$ cat src/rtl/mmc_irq_pkg.sv
package mmc_irq_pkg;
  localparam int unsigned NUM_SRC      = 13;
  localparam int unsigned CFG_W        = 14;
  localparam int unsigned SRC_DATA_END = 0;
  localparam int unsigned SRC_PRG_END  = 1;
  localparam int unsigned SRC_CMD_END  = 2;
  localparam int unsigned SRC_STOP     = 3;
  localparam int unsigned SRC_CLK_OFF  = 4;
  localparam int unsigned SRC_RX_SVC   = 5;
  localparam int unsigned SRC_TX_SVC   = 6;
  localparam int unsigned CFG_DMA_BIT  = 7;
  localparam int unsigned CFG_HOLD_BIT = 10;
  localparam int unsigned CK_HALT_BIT  = 0;
  localparam int unsigned CK_START_BIT = 1;

  typedef struct packed {
    logic dma_en;
    logic hold;
  } cfg_t;
endpackage

$ cat src/rtl/mmc_irq_req_reg.sv
module mmc_irq_req_reg #(
  parameter int unsigned N = 13
) (
  input  logic         clk_i,
  input  logic         rst_ni,
  input  logic [N-1:0] set_i,
  input  logic [N-1:0] clr_i,
  input  logic [N-1:0] force_set_i,
  input  logic [N-1:0] force_clr_i,
  output logic [N-1:0] req_o
);
  for (genvar g = 0; g < N; g++) begin : g_bit
    logic q;
    always_ff @(posedge clk_i or negedge rst_ni) begin
      if (!rst_ni)                q <= 1'b0;
      else if (force_set_i[g])    q <= 1'b1;
      else if (force_clr_i[g])    q <= 1'b0;
      else if (set_i[g])          q <= 1'b1;
      else if (clr_i[g])          q <= 1'b0;
    end
    assign req_o[g] = q;
  end
endmodule

$ cat src/rtl/mmc_clk_ctrl.sv
module mmc_clk_ctrl
  import mmc_irq_pkg::*;
#(
  parameter int unsigned N = NUM_SRC
) (
  input  logic         clk_i,
  input  logic         rst_ni,
  input  logic         we_i,
  input  logic [1:0]   wdata_i,
  input  logic         cfg_we_i,
  input  logic         hold_q_i,
  output logic [N-1:0] force_set_o,
  output logic [N-1:0] force_clr_o,
  output logic         clk_en_o,
  output logic         launch_o,
  output logic         abort_o
);
  logic halt, start, pend_q, launch_now;

  assign halt       = we_i & wdata_i[CK_HALT_BIT];
  assign start      = we_i & wdata_i[CK_START_BIT] & ~halt;
  assign launch_now = start & pend_q & ~hold_q_i;

  always_comb begin
    force_set_o = '0;
    force_clr_o = '0;
    force_set_o[SRC_CLK_OFF] = halt;
    force_clr_o[SRC_CLK_OFF] = start;
  end

  always_ff @(posedge clk_i or negedge rst_ni) begin
    if (!rst_ni) begin
      clk_en_o <= 1'b0;
      pend_q   <= 1'b0;
      launch_o <= 1'b0;
      abort_o  <= 1'b0;
    end else begin
      if (halt)       clk_en_o <= 1'b0;
      else if (start) clk_en_o <= 1'b1;
      if (cfg_we_i)        pend_q <= 1'b1;
      else if (launch_now) pend_q <= 1'b0;
      launch_o <= launch_now;
      abort_o  <= halt;
    end
  end
endmodule

$ cat src/rtl/mmc_irq_route.sv
module mmc_irq_route
  import mmc_irq_pkg::*;
#(
  parameter int unsigned N  = NUM_SRC,
  parameter int unsigned DW = 32
) (
  input  logic          clk_i,
  input  logic          rst_ni,
  input  logic [N-1:0]  req_i,
  input  logic          mask_we_i,
  input  logic [DW-1:0] mask_wdata_i,
  input  logic          dma_en_i,
  output logic [N-1:0]  mask_o,
  output logic          irq_o,
  output logic          rx_dma_o,
  output logic          tx_dma_o
);
  logic [N-1:0] dma_steer, eff_mask;

  always_comb begin
    dma_steer = '0;
    dma_steer[SRC_RX_SVC] = dma_en_i;
    dma_steer[SRC_TX_SVC] = dma_en_i;
  end
  assign eff_mask = mask_o | dma_steer;

  always_ff @(posedge clk_i or negedge rst_ni) begin
    if (!rst_ni) begin
      mask_o   <= '0;
      irq_o    <= 1'b0;
      rx_dma_o <= 1'b0;
      tx_dma_o <= 1'b0;
    end else begin
      if (mask_we_i) mask_o <= mask_wdata_i[N-1:0];
      irq_o    <= |(req_i & ~eff_mask);
      rx_dma_o <= dma_en_i & req_i[SRC_RX_SVC];
      tx_dma_o <= dma_en_i & req_i[SRC_TX_SVC];
    end
  end
endmodule

$ cat src/rtl/mmc_irq_router.sv
module mmc_irq_router
  import mmc_irq_pkg::*;
#(
  parameter int unsigned N  = NUM_SRC,
  parameter int unsigned DW = 32,
  parameter int unsigned CW = CFG_W
) (
  input  logic          clk_i,
  input  logic          rst_ni,
  input  logic          mask_we_i,
  input  logic [DW-1:0] mask_wdata_i,
  input  logic          clk_ctrl_we_i,
  input  logic [1:0]    clk_ctrl_wdata_i,
  input  logic          cfg_we_i,
  input  logic [CW-1:0] cfg_wdata_i,
  input  logic [N-1:0]  evt_set_i,
  input  logic [N-1:0]  evt_clr_i,
  output logic          irq_o,
  output logic          rx_dma_o,
  output logic          tx_dma_o,
  output logic          clk_en_o,
  output logic          cmd_launch_o,
  output logic          xfer_abort_o,
  output logic [N-1:0]  req_o
);
  cfg_t         cfg_q;
  logic [N-1:0] force_set, force_clr, mask_q;

  always_ff @(posedge clk_i or negedge rst_ni) begin
    if (!rst_ni) cfg_q <= '0;
    else if (cfg_we_i) begin
      cfg_q.dma_en <= cfg_wdata_i[CFG_DMA_BIT];
      cfg_q.hold   <= cfg_wdata_i[CFG_HOLD_BIT];
    end
  end

  mmc_clk_ctrl #(.N(N)) u_clk (
    .clk_i, .rst_ni,
    .we_i(clk_ctrl_we_i), .wdata_i(clk_ctrl_wdata_i),
    .cfg_we_i, .hold_q_i(cfg_q.hold),
    .force_set_o(force_set), .force_clr_o(force_clr),
    .clk_en_o, .launch_o(cmd_launch_o), .abort_o(xfer_abort_o)
  );

  mmc_irq_req_reg #(.N(N)) u_req (
    .clk_i, .rst_ni,
    .set_i(evt_set_i), .clr_i(evt_clr_i),
    .force_set_i(force_set), .force_clr_i(force_clr),
    .req_o
  );

  mmc_irq_route #(.N(N), .DW(DW)) u_route (
    .clk_i, .rst_ni,
    .req_i(req_o), .mask_we_i, .mask_wdata_i,
    .dma_en_i(cfg_q.dma_en), .mask_o(mask_q),
    .irq_o, .rx_dma_o, .tx_dma_o
  );
endmodule

$ cat config.mk
export PLATFORM = sky130hd
export DESIGN_NAME = mmc_irq_router
export DESIGN_NICKNAME = d
export VERILOG_FILES = /design/src/rtl/mmc_irq_pkg.sv /design/src/rtl/mmc_irq_req_reg.sv /design/src/rtl/mmc_clk_ctrl.sv /design/src/rtl/mmc_irq_route.sv /design/src/rtl/mmc_irq_router.sv
export SDC_FILE = /design/constraint.sdc
export NUM_CORES = 1
export LEC_CHECK = 0
export BUFFER_PORTS_ARGS = -buffer_cell sky130_fd_sc_hd__buf_2
export CORE_AREA = 2 2 56 79
export CTS_BUF_LIST = sky130_fd_sc_hd__clkbuf_2
export DETAILED_ROUTE_END_ITERATION = 10
export DIE_AREA = 0 0 58 81
export GPL_ROUTABILITY_DRIVEN = 0
export PLACE_DENSITY_LB_ADDON = 0.3
export SLEW_MARGIN = 20
export SYNTH_ARGS = -nofsm -noshare
export SYNTH_HDL_FRONTEND = slang
export SYNTH_HIERARCHICAL = 1
export SYNTH_SLANG_ARGS = --single-unit
$ cat constraint.sdc
create_clock -name clk_i -period 1.6 [get_ports clk_i]
set_input_delay 0.32 -clock clk_i [delete_from_list [all_inputs] [get_ports clk_i]]
set_output_delay 0.32 -clock clk_i [all_outputs]
set_load 0.02 [all_outputs]
==> results of run 1 <==
==> routing by layer <==
| layer | vias up | GRT usage | routed length (microns) |
|---|---|---|---|
| met5 | - | 0 | 0 |
| met4 | 0 | 0.0558 | 38 |
| met3 | 4 | 0.0462 | 182 |
| met2 | 35 | 0.220 | 1460 |
| met1 | 550 | 0.136 | 1050 |
| li1 | 584 | - | - |
==> synthesized netlist by cell type <==
library cell,count
conb_1,1
o2111ai_1,2
and2_1,2
buf_4,39
buf_2,1
nand2b_1,9
mux2_2,15
a221o_1,13
dfrtp_1,35
or4_1,1
and3b_1,1
and2_2,1
a21oi_1,3
inv_1,17
o221ai_1,1
nor2_1,16
and3b_2,1
==> power breakdown <==
group	switching (uW)	internal [uW]	total, uW
logic	148	153	301
clock network	291	421	712
registers	40.9	958	999
total	480	1530	2010
==> worst max-delay path by stage <==
| stage | cells past startpoint | endpoint | startpoint | slack (ns) |
|---|---|---|---|---|
| after floorplan | 4 | u_route/irq_o$_DFF_PN0_ | u_req/g_bit[4].q$_DFFE_PN0P_ | 0.30 |
| after global placement | 3 | u_route/irq_o$_DFF_PN0_ | u_req/g_bit[4].q$_DFFE_PN0P_ | 0.34 |
| after detailed placement | 3 | u_route/irq_o$_DFF_PN0_ | u_req/g_bit[9].q$_DFFE_PN0P_ | 0.35 |
| after CTS | 1 | req_o[9] | u_req/g_bit[9].q$_DFFE_PN0P_ | 0.26 |
| after global routing | 1 | req_o[4] | u_req/g_bit[4].q$_DFFE_PN0P_ | 0.21 |
| final | 1 | req_o[4] | u_req/g_bit[4].q$_DFFE_PN0P_ | 0.30 |
==> metrics by stage <==
step                      utilization  instances  instance area [sq um]  total power (uW)
after floorplan                     -        181                   1830              1260
after global placement          0.477        253                   1940              1320
after detailed placement        0.477        253                   1940              1320
after CTS                       0.502        262                   2040              2050
after global routing            0.502        262                   2040              2130
final                           0.502        262                   2040              2010
==> cell families after synthesis <==
logic type      after synthesis  share of synthesized area
buf+inv                      57                      0.207
flops                        35                      0.502
simple gates                 31                     0.0933
compound gates               19                     0.0983
mux                          15                     0.0968
other cells                   1                    0.00215
==> layout make-up <==
cell class                      instances  area [sq um]
Clock inverter                          3          67.6
Tap cell                               45          56.3
Fill cell                             390          2020
Multi-Input combinational cell         89           593
Inverter                               17          63.8
Clock buffer                            5          25.0
Timing Repair Buffer                   68           360
Sequential cell                        35           876
==> state kept, by name (all words and copies together) (netlist names) <==
name and count:
cfg_q 2, u_clk/abort_o 1, u_clk/clk_en_o 1, u_clk/launch_o 1
u_clk/pend_q 1, u_req/g_bit.q 13, u_route/irq_o 1, u_route/mask_o 13
u_route/rx_dma_o 1, u_route/tx_dma_o 1
==> metrics.txt, run 1 <==
run status=completed; Num Clock Sinks=35; Worst path slowest cell=dfrtp_1; post-route setup slack=approximately 0.30 ns; Hold Buf Count CTS=1; ant diodes=0; hold depth=2; Syn-to-layout area delta=17.1%; Wirelength per Cell=approximately 10 microns; Global Route Usage Sum=0.127; cell count after synthesis=roughly 160; Via Count=~1.2k; R2R Setup Slk=0.31 ns; synthesized area per cell=between 10 and 15 sq um; num ports=slightly below 100; initial DRC count=12; Min-Delay Path Class=in2reg; CTS clock-pin slew for the worst setup and hold paths=0.20 ns; Pleak=about 0.001 uW; die width=~58 microns; crit end category=primary output; Peak VDD IR=0.604 mV; final-report hold violation count=0; crit-path max cell delay=~0.44 ns; number of max-cap violations=0; antenna-violating nets left=0; antenna violations before repair=0; Synth area leaders=dfrtp_1 (50%), buf_4 (17%), mux2_2 (9.7%), a221o_1 (7.5%), inv_1 (3.7%); # DRC=0; Initial Utilization=0.429; Clock Skew=0.0257 ns; post-synthesis sequential area ratio=0.502; Core Footprint=4060 sq um; Final Max Tran Viols=0; CP Class=reg2out; vias in the first global route=around 1.1k; Setup violations, final=0; DR pass1 iterations=3; drt via density=4.48; Min-Delay Endpoint=u_req/g_bit[4].q$_DFFE_PN0P_; grt ovf=0; largest net degree at the start of global routing=20; CTS tree=built; number of cells on the worst reg-to-reg path=3; PwrDens=roughly 990 nW/um^2; Sum Neg Setup Slack=0 ns; fmax=between 700 and 800 MHz; HPWL after DPL=around 2200 microns; root buffer cell=clkbuf_2; startpoint types=flip-flop; PortBufs=66; DRT Wirelength=~2700 microns; FF-to-FF Start=u_req/g_bit[4].q$_DFFE_PN0P_; die height=a little over 80 microns; later-pin clock latency in the skew report=0.38 ns; Synth cell types=17; total CTS buffers=5; most common cell after layout, fill and taps aside=buf_2; crit-path cells=buf_2; htree depth=2; commonest non-fill, non-tap cells in the layout=buf_2 (66), dfrtp_1 (35), conb_1 (24); RSZ-0062 raised after global routing=no; Tmin final=about 1.3 ns; crit-path max FO=3; CTS Buffer Depth=2; post-synth top area share=0.502; fin crit share=0.815; Hold WS=0.151 ns; share of cells above drive strength 1=0.424; CP Data Required Time=between 1 and 1.5 ns; R2R Path End=u_route/irq_o$_DFF_PN0_; Worst Path Arrival=0.98 ns; Seq cells post-synth=35; die area=~4700 sq um; mapped cell area=roughly 1700 sq um; Yosys top cell by area=dfrtp_1; postcts setup bufs=0; Final nets=between 200 and 300; global-route wire length before repair=4400 microns; hold_sp=evt_set_i[4]; Place WS=~0.35 ns; warnings from Yosys=6; Post-CTS Resized=0; row count=28; worst path bufs/invs=1; Crit path max-delay family=flip-flops
Note: power is estimated with default switching activity, not from simulation.
==> inputs of run 2 (changes only) <==
==> constraint.sdc (replaced) <==
create_clock -name clk_i -period 1.3 [get_ports clk_i]
set_input_delay 0.26 -clock clk_i [delete_from_list [all_inputs] [get_ports clk_i]]
set_output_delay 0.26 -clock clk_i [all_outputs]
set_load 0.02 [all_outputs]
==> run 2 against run 1 <==
  * The flow now finishes with violations (setup timing)
  * First-iteration DRC count increased by 67%
  * Clock skew shrank 0.015 ns
  * Routed wire length up 1.8%
  * Clock-buffer cell count unchanged
  * Critical path type unchanged
==> metrics.txt, run 2 (synthesized netlist as in run 1, its figures left out) <==
RSZ-0062 raised after global routing=yes; failing checks=setup timing; drt via density=4.45 (-0.62%); total CTS buffers=5 (unchanged); root buffer cell=clkbuf_2; commonest non-fill, non-tap cells in the layout=buf_2 (61), dfrtp_1 (35), conb_1 (24); later-pin clock latency in the skew report=0.37 ns (about the same); Tmin final=1.31 ns; Final Non-Filler Cells=267 (+1.9%); Wirelength per Cell=10.4 microns (about the same); cell area after layout=2120 sq um (+3.9%); CTS tree=built; CTS Buffer Depth=2 (unchanged); PortBufs=66 (unchanged); antenna-violating nets left=0 (unchanged); Initial Utilization=0.429 (unchanged); DR pass1 iterations=2 (-1); run status=finished with violations; num ports=98 (unchanged); post-route setup slack=-0.00627 ns (-0.303 ns); CP Data Required Time=1.04 ns (-0.24 ns); fin crit share=1.00; Pleak=0.00104 uW (+3.9%); # DRC=0 (unchanged); Worst Path Arrival=1.05 ns (+0.07 ns); CP Class=reg2out; Worst path slowest cell=dfrtp_1; Via Count=1188 (+1.3%); crit-path max cell delay=0.43 ns (about the same); initial DRC count=20 (+8); Final Max Tran Viols=0 (unchanged); vias in the first global route=1129 (+4.9%); die width=58 microns (unchanged); crit-path max FO=2 (-1); fmax=approximately 770 MHz; Min-Delay Path Class=in2reg; placed cell areas=1950 sq um (+0.77%); Peak VDD IR=0.809 mV (+34%); Setup violations, final=1 (+1); crit-path cells=buf_6 -> buf_6; Num Clock Sinks=35 (unchanged); Most common cell on crit path=buf_6; final-report hold violation count=0 (unchanged); share of cells above drive strength 1=0.441 (+0.0175); crit end category=primary output; Place WS=0.0481 ns (-0.297 ns); row count=28 (unchanged); Syn-to-layout area delta=21.6%; Global Route Usage Sum=0.133 (+0.00654); Sum Neg Setup Slack=-0.00627 ns (-0.00627 ns); DRT Wirelength=2780 microns (+1.8%); HPWL after DPL=2260 microns (+1.9%); htree depth=2 (unchanged); largest registers=u_req/g_bit.q (13), u_route/mask_o (13), cfg_q (2); PwrDens=1190 nW/um^2 (+21%); CTS clock-pin slew for the worst setup and hold paths=0.18 ns (-0.02 ns); Hold WS=0.102 ns (-0.0489 ns); grt ovf=0 (unchanged); die area=4700 sq um (unchanged); Clock Skew=0.0103 ns (-0.0154 ns); die height=81 microns (unchanged); dpl cells=255 (+0.79%); antenna violations before repair=0 (unchanged); most common cell after layout, fill and taps aside=buf_2; startpoint types=flip-flop; ant diodes=0 (unchanged); Final nets=300 (+1.7%); global-route wire length before repair=4640 microns (+5.5%); number of max-cap violations=0 (unchanged); Core Footprint=4060 sq um (unchanged); largest net degree at the start of global routing=22 (+10%)
## run 2: changes by cell type in the layout (fill, tap and decap cells not counted)
cell	before	now
buf_2	66	61
buf_4	0	4
buf_6	0	6
o2111ai_1	2	1
o2111ai_2	0	1
## run 2: worst max-delay path: cells and delay by family, from the launching register on
kind | cells | cell delay, ns
buffers and inverters | 2 | 0.24
flip-flops | 1 | 0.43
## run 2: area by class of cell
| class | instances | area, sq um |
|---|---|---|
| sequential | 35 | 876 |
| tap | 45 | 56.3 |
| clock inverter | 3 | 67.6 |
| timing repair buffer | 73 | 433 |
| multi-input combinational | 89 | 599 |
| clock buffer | 5 | 25.0 |
| inverter | 17 | 63.8 |
| fill | 376 | 1940 |
## run 2: routing by layer
layer | global-route usage | vias up | share of wire
met2 | 0.234 | 37 | 0.54
li1 | - | 595 | -
met4 | 0.0698 | 0 | 0.021
met5 | 0 | - | 0
met3 | 0.0398 | 6 | 0.062
met1 | 0.141 | 550 | 0.38
## run 2: worst paths after layout
path	from	endpoint	slack, ns	cells past startpoint
worst min register to register	u_route/mask_o[2]$_DFFE_PN0P_	u_route/mask_o[2]$_DFFE_PN0P_	0.52	1
worst max-delay path	u_req/g_bit[4].q$_DFFE_PN0P_	req_o[4]	-0.006	2
worst max register to register	u_req/g_bit[4].q$_DFFE_PN0P_	u_route/irq_o$_DFF_PN0_	0.05	3
worst min-delay path	cfg_wdata_i[10]	cfg_q[0]$_DFFE_PN0P_	0.10	2
max in group asynchronous	rst_ni	u_req/g_bit[7].q$_DFFE_PN0P_	0.56	3
min in group asynchronous	rst_ni	u_clk/clk_en_o$_DFFE_PN0P_	0.30	2
## run 2: report_power, final
part	internal [uW]	switching, uW
Clock	518	362
Sequential	1180	52.9
Combinational	220	190
Total	1920	605
## run 2: what timing repair did
item                                    4_1_cts  5_1_grt
buffers inserted                              1        3
endpoints found under the setup margin        2        6
hold endpoints to repair                     14        0
hold buffers                                  1        0
gates resized for setup                       5        7
pin swaps                                     0        2
cloned                                        0        0
## run 2: through the flow
stage          power, uW   util
6_report            2520  0.522
5_1_grt             2660  0.522
3_5_place_dp        1640  0.481
3_3_place_gp        1630  0.481
2_1_floorplan       1550      -
4_1_cts             2540  0.510
==> inputs of run 3 (changes only) <==
--- a/config.mk
+++ b/config.mk
@@ -6,10 +6,10 @@
 export NUM_CORES = 1
 export LEC_CHECK = 0
 export BUFFER_PORTS_ARGS = -buffer_cell sky130_fd_sc_hd__buf_2
-export CORE_AREA = 2 2 56 79
+export CORE_AREA = 2 2 51 88
 export CTS_BUF_LIST = sky130_fd_sc_hd__clkbuf_2
 export DETAILED_ROUTE_END_ITERATION = 10
-export DIE_AREA = 0 0 58 81
+export DIE_AREA = 0 0 53 90
 export GPL_ROUTABILITY_DRIVEN = 0
 export PLACE_DENSITY_LB_ADDON = 0.3
 export SLEW_MARGIN = 20
==> run 3 against run 2 <==
  * The flow now finishes without violations
  * Clock power down 52%
  * Core utilization is 3.2 points lower
  * Via count decreased by 2.0%
  * Flip-flop and latch count unchanged
  * First-iteration DRC count is 95% lower
  * Sequential share of layout area up 2.6 points
  * Sequential power barely moved
  * Maximum frequency grew 4.2%
  * Clock-buffer cell count is 1 higher
  * Critical endpoint is now u_route/irq_o$_DFF_PN0_
==> metrics.txt, run 3 (synthesized netlist as in run 1, its figures left out) <==
# fillers=419 (+11%); fin crit share=0.965 (-0.0402); Min-Delay Path Class=in2reg; CTS tree=built; Final Max Tran Viols=0 (unchanged); crit end category=flip-flop; CTS Buffer Depth=2 (unchanged); Clock Skew=0.00520 ns (-0.00512 ns); DR pass1 iterations=2 (unchanged); ant diodes=0 (unchanged); root buffer cell=clkbuf_2; drt via density=4.38 (-1.7%); Final nets=297 (-1.0%); HPWL after DPL=2290 microns (+1.2%); row count=31 (+11%); Num Clock Sinks=35 (unchanged); crit-path max FO=3 (+1); Wirelength per Cell=10.6 microns (+1.6%); htree depth=2 (unchanged); Worst Path Arrival=1.49 ns (+0.44 ns); num ports=98 (unchanged); Syn-to-layout area delta=14.5%; die area=4770 sq um (+1.5%); fmax=797 MHz (+4.2%); antenna violations before repair=0 (unchanged); Initial Utilization=0.428 (-0.000923); vias in the first global route=1122 (-0.62%); Pleak=0.000987 uW (-5.2%); PwrDens=1020 nW/um^2 (-15%); grt ovf=0 (unchanged); largest net degree at the start of global routing=36 (+64%); PortBufs=66 (unchanged); Final Non-Filler Cells=266 (-0.37%); # DRC=0 (unchanged); final-report hold violation count=0 (unchanged); share of cells above drive strength 1=0.424 (-0.0175); die width=53 microns (-8.6%); largest registers=u_req/g_bit.q (13), u_route/mask_o (13), cfg_q (2); Via Count=1164 (-2.0%); dpl cells=258 (+1.2%); commonest non-fill, non-tap cells in the layout=buf_2 (65), dfrtp_1 (35), conb_1 (24); Peak VDD IR=0.696 mV (-14%); CP Class=reg2reg; placed cell areas=1940 sq um (-0.77%); startpoint types=flip-flop; antenna-violating nets left=0 (unchanged); die height=90 microns (+11%); Place WS=0.0220 ns (-0.0261 ns); RSZ-0062 raised after global routing=yes; global-route wire length before repair=4500 microns (-3.1%); Core Footprint=4070 sq um (+0.22%); Global Route Usage Sum=0.131 (-0.00222); later-pin clock latency in the skew report=0.35 ns (-0.02 ns); Tmin final=1.25 ns (-0.0523 ns); post-route setup slack=0.0460 ns (+0.0523 ns); CTS clock-pin slew for the worst setup and hold paths=0.15 ns (-0.03 ns); run status=completed; CP Data Required Time=1.53 ns (+0.49 ns); most common cell after layout, fill and taps aside=buf_2; Setup violations, final=0 (-1); total CTS buffers=5 (unchanged); cell area after layout=2000 sq um (-5.8%); initial DRC count=1 (-95%); DRT Wirelength=2810 microns (+1.2%); number of max-cap violations=0 (unchanged)
-- run 3: changes by cell type in the layout (fill, tap and decap cells not counted), sizes merged --
cell      before  now
buf           72   69
clkinvlp       1    0
bufinv         2    0
clkbuf         5    6
-- run 3: report_power, final --
part | leakage [uW] | internal (uW) | switching, uW
clock | 0.0000249 | 122 | 299
sequential | 0.000395 | 1180 | 51.2
combinational | 0.000568 | 196 | 183
total | 0.000987 | 1500 | 533
-- run 3: worst paths after layout --
path                                                from                       endpoint  slack [ns]  cells after the start
setup / recovery            u_req/g_bit[8].q$_DFFE_PN0P_        u_route/irq_o$_DFF_PN0_        0.05                      3
hold / removal                              evt_set_i[3]   u_req/g_bit[3].q$_DFFE_PN0P_        0.13                      2
setup reg to reg            u_req/g_bit[8].q$_DFFE_PN0P_        u_route/irq_o$_DFF_PN0_        0.05                      3
hold reg to reg            u_route/mask_o[5]$_DFFE_PN0P_  u_route/mask_o[5]$_DFFE_PN0P_        0.52                      1
max in group asynchronous                         rst_ni  u_route/mask_o[1]$_DFFE_PN0P_        0.56                      3
min in group asynchronous                         rst_ni     u_route/rx_dma_o$_DFF_PN0_        0.45                      3
-- run 3: cell type report --
class                   count  area [sq um]  share of cell area
clock buffers               6          30.0              0.0150
inverters                  17          63.8              0.0320
multi-input cells          89           593               0.297
flip-flops and latches     35           876               0.439
well taps                  49          61.3              0.0307
repair buffers             70           373               0.187
-- run 3: metrics by stage --
step	TNS [ns]	power, uW	hold slack (ns)	utilization
after floorplan	0	1550	-0.0356	-
after global placement	0	1620	0.317	0.476
after detailed placement	0	1630	0.315	0.476
after CTS	0	2070	0.105	0.488
after global routing	-0.0527	2180	0.0842	0.490
final	0	2030	0.132	0.490
-- run 3: critical path: stages, from the launching register on --
cell and delay [ns]:
dfrtp_1 0.42, nand2b_1 0.08, o2111ai_1 0.13, or4_1 0.51
-- run 3: repair_timing --
| action | 4_1_cts | 5_1_grt |
|---|---|---|
| pin swaps | 0 | 1 |
| resized for setup | 2 | 1 |
| hold buffers | 1 | 0 |
| hold endpoints to repair | 35 | 0 |
| buffers inserted | 0 | 1 |
| endpoints found under the setup margin | 1 | 3 |
-- run 3: layer usage --
layer  wire length (microns)  track usage  vias up
met5                       0            0        -
met4                      62       0.0641        0
met3                     173       0.0415        5
met2                    1570        0.232       36
met1                    1010        0.129      536
li1                        -            -      587
